## src/rtl/symoff_pkg.sv

```systemverilog
package symoff_pkg;
    localparam int DEF_DATA_W = 16;
    localparam int DEF_FINE_W = 11;
endpackage

```

## src/rtl/sd_offset_map.sv

```systemverilog
module sd_offset_map #(
    parameter int DATA_W = 16,
    parameter int FINE_W = 11,
    localparam int COARSE_W = DATA_W - FINE_W,
    localparam int CNT_W = COARSE_W + 1
) (
    input  logic [DATA_W-1:0] sample,
    output logic [CNT_W-1:0]  unit_count,
    output logic [FINE_W-1:0] fine
);
    logic [DATA_W-1:0] ofs_bin;
    logic              half;

    always_comb begin
        ofs_bin    = {~sample[DATA_W-1], sample[DATA_W-2:0]};
        half       = ofs_bin[FINE_W-1];
        // adding half a coarse unit: carry from bit FINE_W-1 lands in the count
        unit_count = {1'b0, ofs_bin[DATA_W-1:FINE_W]} + CNT_W'(half);
        fine       = {~half, ofs_bin[FINE_W-2:0]};
    end
endmodule

```

## src/rtl/sd_therm.sv

```systemverilog
module sd_therm #(
    parameter int UNITS = 32,
    parameter int CNT_W = 6
) (
    input  logic [CNT_W-1:0] unit_count,
    output logic [UNITS-1:0] therm
);
    for (genvar i = 0; i < UNITS; i++) begin : g_unit
        assign therm[i] = (unit_count > CNT_W'(i));
    end
endmodule

```

## src/rtl/symoff_dac_decoder.sv

```systemverilog
module symoff_dac_decoder #(
    parameter int DATA_W = symoff_pkg::DEF_DATA_W,
    parameter int FINE_W = symoff_pkg::DEF_FINE_W,
    localparam int COARSE_W = DATA_W - FINE_W,
    localparam int UNITS = 1 << COARSE_W,
    localparam int CNT_W = COARSE_W + 1
) (
    input  logic              clk,
    input  logic              rst_n,
    input  logic              load,
    input  logic [DATA_W-1:0] sample,
    output logic [UNITS-1:0]  unit_en,
    output logic              div_en,
    output logic [FINE_W-1:0] fine_code
);
    typedef struct packed {
        logic [UNITS-1:0]  units;
        logic              div;
        logic [FINE_W-1:0] fine;
    } ctl_t;

    ctl_t ctl_d, ctl_q;

    logic [CNT_W-1:0]  cnt_w;
    logic [FINE_W-1:0] fine_w;
    logic [UNITS-1:0]  therm_w;

    sd_offset_map #(.DATA_W(DATA_W), .FINE_W(FINE_W)) u_map (
        .sample     (sample),
        .unit_count (cnt_w),
        .fine       (fine_w)
    );

    sd_therm #(.UNITS(UNITS), .CNT_W(CNT_W)) u_therm (
        .unit_count (cnt_w),
        .therm      (therm_w)
    );

    always_comb begin
        ctl_d = ctl_q;
        if (load) begin
            ctl_d.units = therm_w;
            ctl_d.div   = 1'b1;
            ctl_d.fine  = fine_w;
        end
    end

    always_ff @(posedge clk or negedge rst_n) begin
        if (!rst_n) ctl_q <= '0;
        else        ctl_q <= ctl_d;
    end

    assign unit_en   = ctl_q.units;
    assign div_en    = ctl_q.div;
    assign fine_code = ctl_q.fine;
endmodule

```

## config.mk

```make
export PLATFORM = sky130hd
export DESIGN_NAME = symoff_dac_decoder
export DESIGN_NICKNAME = d
export VERILOG_FILES = /design/src/rtl/symoff_pkg.sv /design/src/rtl/sd_offset_map.sv /design/src/rtl/sd_therm.sv /design/src/rtl/symoff_dac_decoder.sv
export SDC_FILE = /design/constraint.sdc
export NUM_CORES = 1
export LEC_CHECK = 0
export ABC_CLOCK_PERIOD_IN_PS = 1000
export BUFFER_PORTS_ARGS = -buffer_cell sky130_fd_sc_hd__buf_4
export CAP_MARGIN = 20
export CORE_UTILIZATION = 52
export DETAILED_ROUTE_END_ITERATION = 8
export PLACE_DENSITY = 0.81
export SLEW_MARGIN = 20
export SYNTH_ARGS = -nofsm -noshare
export SYNTH_HDL_FRONTEND = slang
export SYNTH_HIERARCHICAL = 1
export SYNTH_SLANG_ARGS = --single-unit
```

## constraint.sdc

```tcl
create_clock -name clk -period 1 [get_ports clk]
set_input_delay 0.3 -clock clk [delete_from_list [all_inputs] [get_ports clk]]
set_output_delay 0.3 -clock clk [all_outputs]
set_load 0.1 [all_outputs]
```

==> results by group, run 1 <==
Clock tree
  – Clk sink count: 44
  – H-tree Lvls: 2
  – TritonCTS Buffers: 5
  – Clock Root Buffer: clkbuf_8
  – Clock Path Buffers: 2

Logic synthesis
  – Gate count of the mapped netlist: 174
  – Warnings from Yosys: 6
  – Post-synthesis sequential area ratio: 0.477
  – Yosys reg bits: 44
  – Post-synth EDFFs: 0
  – Area contributors post-synth: dfrtp_1 48%, mux2_4 25%, buf_4 3.6%
  – Mapped Area: 2310 um^2
  – Synth area leader: dfrtp_1
  – Async set or reset register ratio after synthesis: 1.00
  – Mean Syn Cell Area: 13.3 um^2
  – Mapped Nets: 195
  – Synth unique cells: 30
  – Top cell type's share of synthesized area: 0.477
  – Main synth FF type: dfrtp_1

Place
  – Final GP Congestion: 0.760
  – Pre-CTS setup slack: -0.833 ns
  – DP HPWL: 3780 um
  – DP Area: 3030 um^2
  – Input/output buffers: 62
  – Placed insts: 282

STA
  – Worst EP post-GRT repair: unit_en[2]$_DFFE_PN0P_/D
  – Worst EP Category: register input

Global route
  – Initial antenna violation count: 0
  – Largest net degree at the start of global routing: 45

Floorplan
  – Starting Density: 0.561
  – I/O pin total: 63
  – Die Ht: 68.6 um
  – Row count: 23
  – Die X: 68.6 um

Run status
  – Stop err: [ERROR DPL-0033] detailed placement checks failed during check placement.
  – Status: stopped before the end
  – Exit stage: global routing (5_1_grt)
[per-stage QoR]
stage | hold WS [ns] | util
after detailed placement | 0.280 | 0.735
after CTS | 0.215 | 0.932
after floorplan | 0.00441 | -
after global placement | 0.272 | 0.735
[logic make-up after synthesis]
group	Yosys count	share of synthesized area
mux	43	0.273
xor+xnor	3	0.0114
fa+ha+maj	2	0.0108
simple gates	29	0.0635
compound gates	24	0.0651
buf+inv	29	0.0987
flops	44	0.477
[synthesized netlist by cell type, types with 2 or more instances]
master and n:
nor3_1 2, mux2_2 4, mux2_4 39, nand2b_1 2, buf_2 4, buf_4 11
o21ai_1 7, dfrtp_1 44, o21bai_1 9, buf_12 4, o21ai_0 3, xor2_1 2
a21oi_1 3, nand2_1 12, nor2_1 3, inv_1 6, nand3_1 4, clkbuf_1 2
ha_1 2
[timing repair]
item	CTS
endpoints found under the setup margin	76
hold buffers	1
pin swaps	4
cloned	3
gates resized for setup	131
setup buffers	15
hold endpoints to repair	44
==> inputs of run 2 (changes only) <==
--- a/config.mk
+++ b/config.mk
@@ -8,9 +8,9 @@
 export ABC_CLOCK_PERIOD_IN_PS = 1000
 export BUFFER_PORTS_ARGS = -buffer_cell sky130_fd_sc_hd__buf_4
 export CAP_MARGIN = 20
-export CORE_UTILIZATION = 52
+export CORE_UTILIZATION = 40
 export DETAILED_ROUTE_END_ITERATION = 8
-export PLACE_DENSITY = 0.81
+export PLACE_DENSITY_LB_ADDON = 0.15
 export SLEW_MARGIN = 20
 export SYNTH_ARGS = -nofsm -noshare
 export SYNTH_HDL_FRONTEND = slang
==> run 2 against run 1 <==
- the flow now finishes, with violations (negative setup slack)
- synthesized cell count is the same
- area after synthesis is the same
==> results by group, run 2 <==
Detailed routing
  – WL met1: 2470 um
  – Vias post-DR: 1682
  – WL met2: 3120 um
  – DR WL met3: 197 um
  – Vias per cell: 4.89
  – Iter 0 DRT Violations: 51
  – Post-route ant nets: 0
  – Drt wl/cell: 17.0 um
  – DR pass1 iterations: 4
  – Total routed wirelength: 5850 um
  – Uppermost layer routed: met4
  – # DRC: 0

Power and ir drop
  – Power, Total: 7.04 mW
  – LEAKAGE: 1.83 nW
  – Sequential Power Share: 0.318
  – Clock Power Share: 0.202
  – Sw frac: 0.408
  – Power Density: 1720 nW/um^2
  – Int Power: 4.17 mW
  – Worst IR Drop VDD: 0.947 mV
  – Combinational share of power: 0.480
  – Sw power: 2.88 mW

Clock tree
  – TritonCTS Buffers: 5
  – Reg clk slew, reported paths: 0.09 ns
  – H-tree Lvls: 2
  – Clock Root Buffer: clkbuf_8
  – Clk_lat worst skew: 0.30 ns
  – Clock Path Buffers: 2
  – Clk sink count: 44
  – CTS tree: done

Setup path
  – Crit-path max cell delay: 0.26 ns
  – CP Cell Sequence: buf_8, ha_4, ha_4, buf_6, xor2_4, buf_6, a21oi_4, o21ai_1, mux2_4
  – Worst endpoint required time: 1.20 ns
  – Max stage delay cell, worst path: mux2_4
  – WS Path Type: primary input to register
  – Worst Path Max Fanout: 6
  – Arrival @ worst endpoint: 1.69 ns
  – CP endpoint kind: register
  – Reg-to-reg slack, setup: -0.04 ns
  – Startpoint Class: primary input

Final layout
  – Fin nets: 292
  – Synth-to-layout area growth: 77.9%
  – Commonest non-fill, non-tap cells in the layout: 48 x buf_4, 47 x buf_12, 39 x mux2_4
  – Final core utilization: 0.741
  – Fin cells: 344
  – Most common cell after layout, fill and taps aside: buf_4
  – Max reg flops: 32
  – Inserted Diodes: 0
  – Layout cells sized above 1: 0.835

Run status
  – Violated checks: negative setup slack
  – Status: finished, violations left

STA
  – Hold Vio Cnt, Final: 0
  – Setup Skew: 0 ns
  – Slew margin rel.: 0.659
  – Max-slew violations: 0
  – Peak Freq: 673 MHz
  – Setup-failing EPs final: 76
  – Slew at the pin closest to its max-slew limit: 0.512 ns
  – Setup total negative slack: -23.08 ns
  – Fin crit share: 1.49
  – Setup ws final: -0.486 ns
  – Fin crit period: 1.49 ns
  – RSZ-0062 raised after global routing: true

Logic synthesis
  – Gate count of the mapped netlist: 174
  – Synth unique cells: 30
  – Synth area leader: dfrtp_1
  – Top-count cell post-synth: dfrtp_1
  – Mapped Area: 2310 um^2
  – Main synth FF type: dfrtp_1
  – Post-synthesis sequential area ratio: 0.477
  – Mapped Nets: 195
  – Warnings from Yosys: 6
  – Async set or reset register ratio after synthesis: 1.00
  – Area contributors post-synth: dfrtp_1 48%, mux2_4 25%, buf_4 3.6%
  – Yosys reg bits: 44
  – Post-synth EDFFs: 0
  – Top cell type's share of synthesized area: 0.477
  – Post-synth top cells: 44 x dfrtp_1, 39 x mux2_4, 12 x nand2_1
  – Mean Syn Cell Area: 13.3 um^2

Global route
  – Largest net degree at the start of global routing: 45
  – Total GRT Usage: 0.201
  – First-pass GRT wire length: 9270 um
  – Total grt overflow: 0
  – Initial antenna violation count: 0
  – Vias in the first global route: 1774

Floorplan
  – Die area: 6080 um^2
  – Die Ht: 77.9 um
  – Core ar.: 5540 um^2
  – Row count: 27
  – Die X: 77.9 um
  – I/O pin total: 63
  – Starting Density: 0.416

Place
  – DP HPWL: 3540 um
  – Pre-CTS setup slack: -0.827 ns
  – Input/output buffers: 62
  – Placed insts: 311
  – Final GP Congestion: 0.814

Hold path
  – HP Class: primary input to register

Flow run
  – Max Cap Viol: 0
==> run 2: cell counts after synthesis <==
No cell type changed its count.
==> run 2: what timing repair did <==
action,4_1_cts,5_1_grt
buffers inserted,13,9
pin swaps,2,12
hold endpoints to repair,44,0
resized for setup,131,35
gates cloned,3,0
setup endpoints to repair,75,76
hold buffers,1,0
==> run 2: power by group through the flow <==
stage	Sequential, mW	Combinational, mW	Clock (mW)
floorplan	3.56	0.638	0
global placement	2.16	2.60	0
detailed placement	2.17	2.63	0
CTS	2.22	3.20	1.45
global route	2.27	3.48	1.52
finish	2.24	3.38	1.42
==> run 2: worst paths after layout <==
kind	from	to	depth (start not counted)
setup / recovery	sample[10]	unit_en[10]	9
hold / removal	sample[2]	fine_code[2]	2
setup reg to reg	unit_en[8]	unit_en[8]	3
hold reg to reg	div_en	div_en	1
max in group asynchronous	rst_n	fine_code[0]	3
min in group asynchronous	rst_n	fine_code[10]	3
==> run 2: cell families (layout without fill, tap and decap cells) <==
logic type,Yosys count,after routing,share of synthesized area
flops,44,44,0.477
mux,43,43,0.273
simple gates,29,30,0.0635
buf+inv,29,125,0.0987
compound gates,24,24,0.0651
xor+xnor,3,4,0.0114
fa+ha+maj,2,2,0.0108
==> run 2: area by class of cell <==
cell class	count	area (um^2)
inverter	7	28.8
clock buffer	5	68.8
clock inverter	3	46.3
sequential	44	1180
multi-input combinational	103	1220
tap	72	90.1
timing repair buffer	110	1470
fill	355	1440
==> run 2: metal layers <==
metal	GRT usage	vias to the layer above
met5	0	-
met4	0.0556	0
met3	0.0388	6
met2	0.348	42
met1	0.257	850
li1	-	784
==> run 2: critical path: cells and delay by family <==
kind | cells | cell delay [ns]
XOR/XNOR | 1 | 0.21
adder cells (fa/ha/maj) | 2 | 0.34
multiplexers | 1 | 0.26
AO/OA/AOI/OAI | 2 | 0.19
buffers and inverters | 3 | 0.39
==> run 2: metrics by stage <==
| stage | area, um^2 | hold slack [ns] |
|---|---|---|
| after floorplan | 2500 | 0.00441 |
| after global placement | 3090 | 0.274 |
| after detailed placement | 3090 | 0.281 |
| after CTS | 3880 | 0.214 |
| after global routing | 4110 | 0.214 |
| final | 4110 | 0.217 |
(Power assumes the default switching activity.)
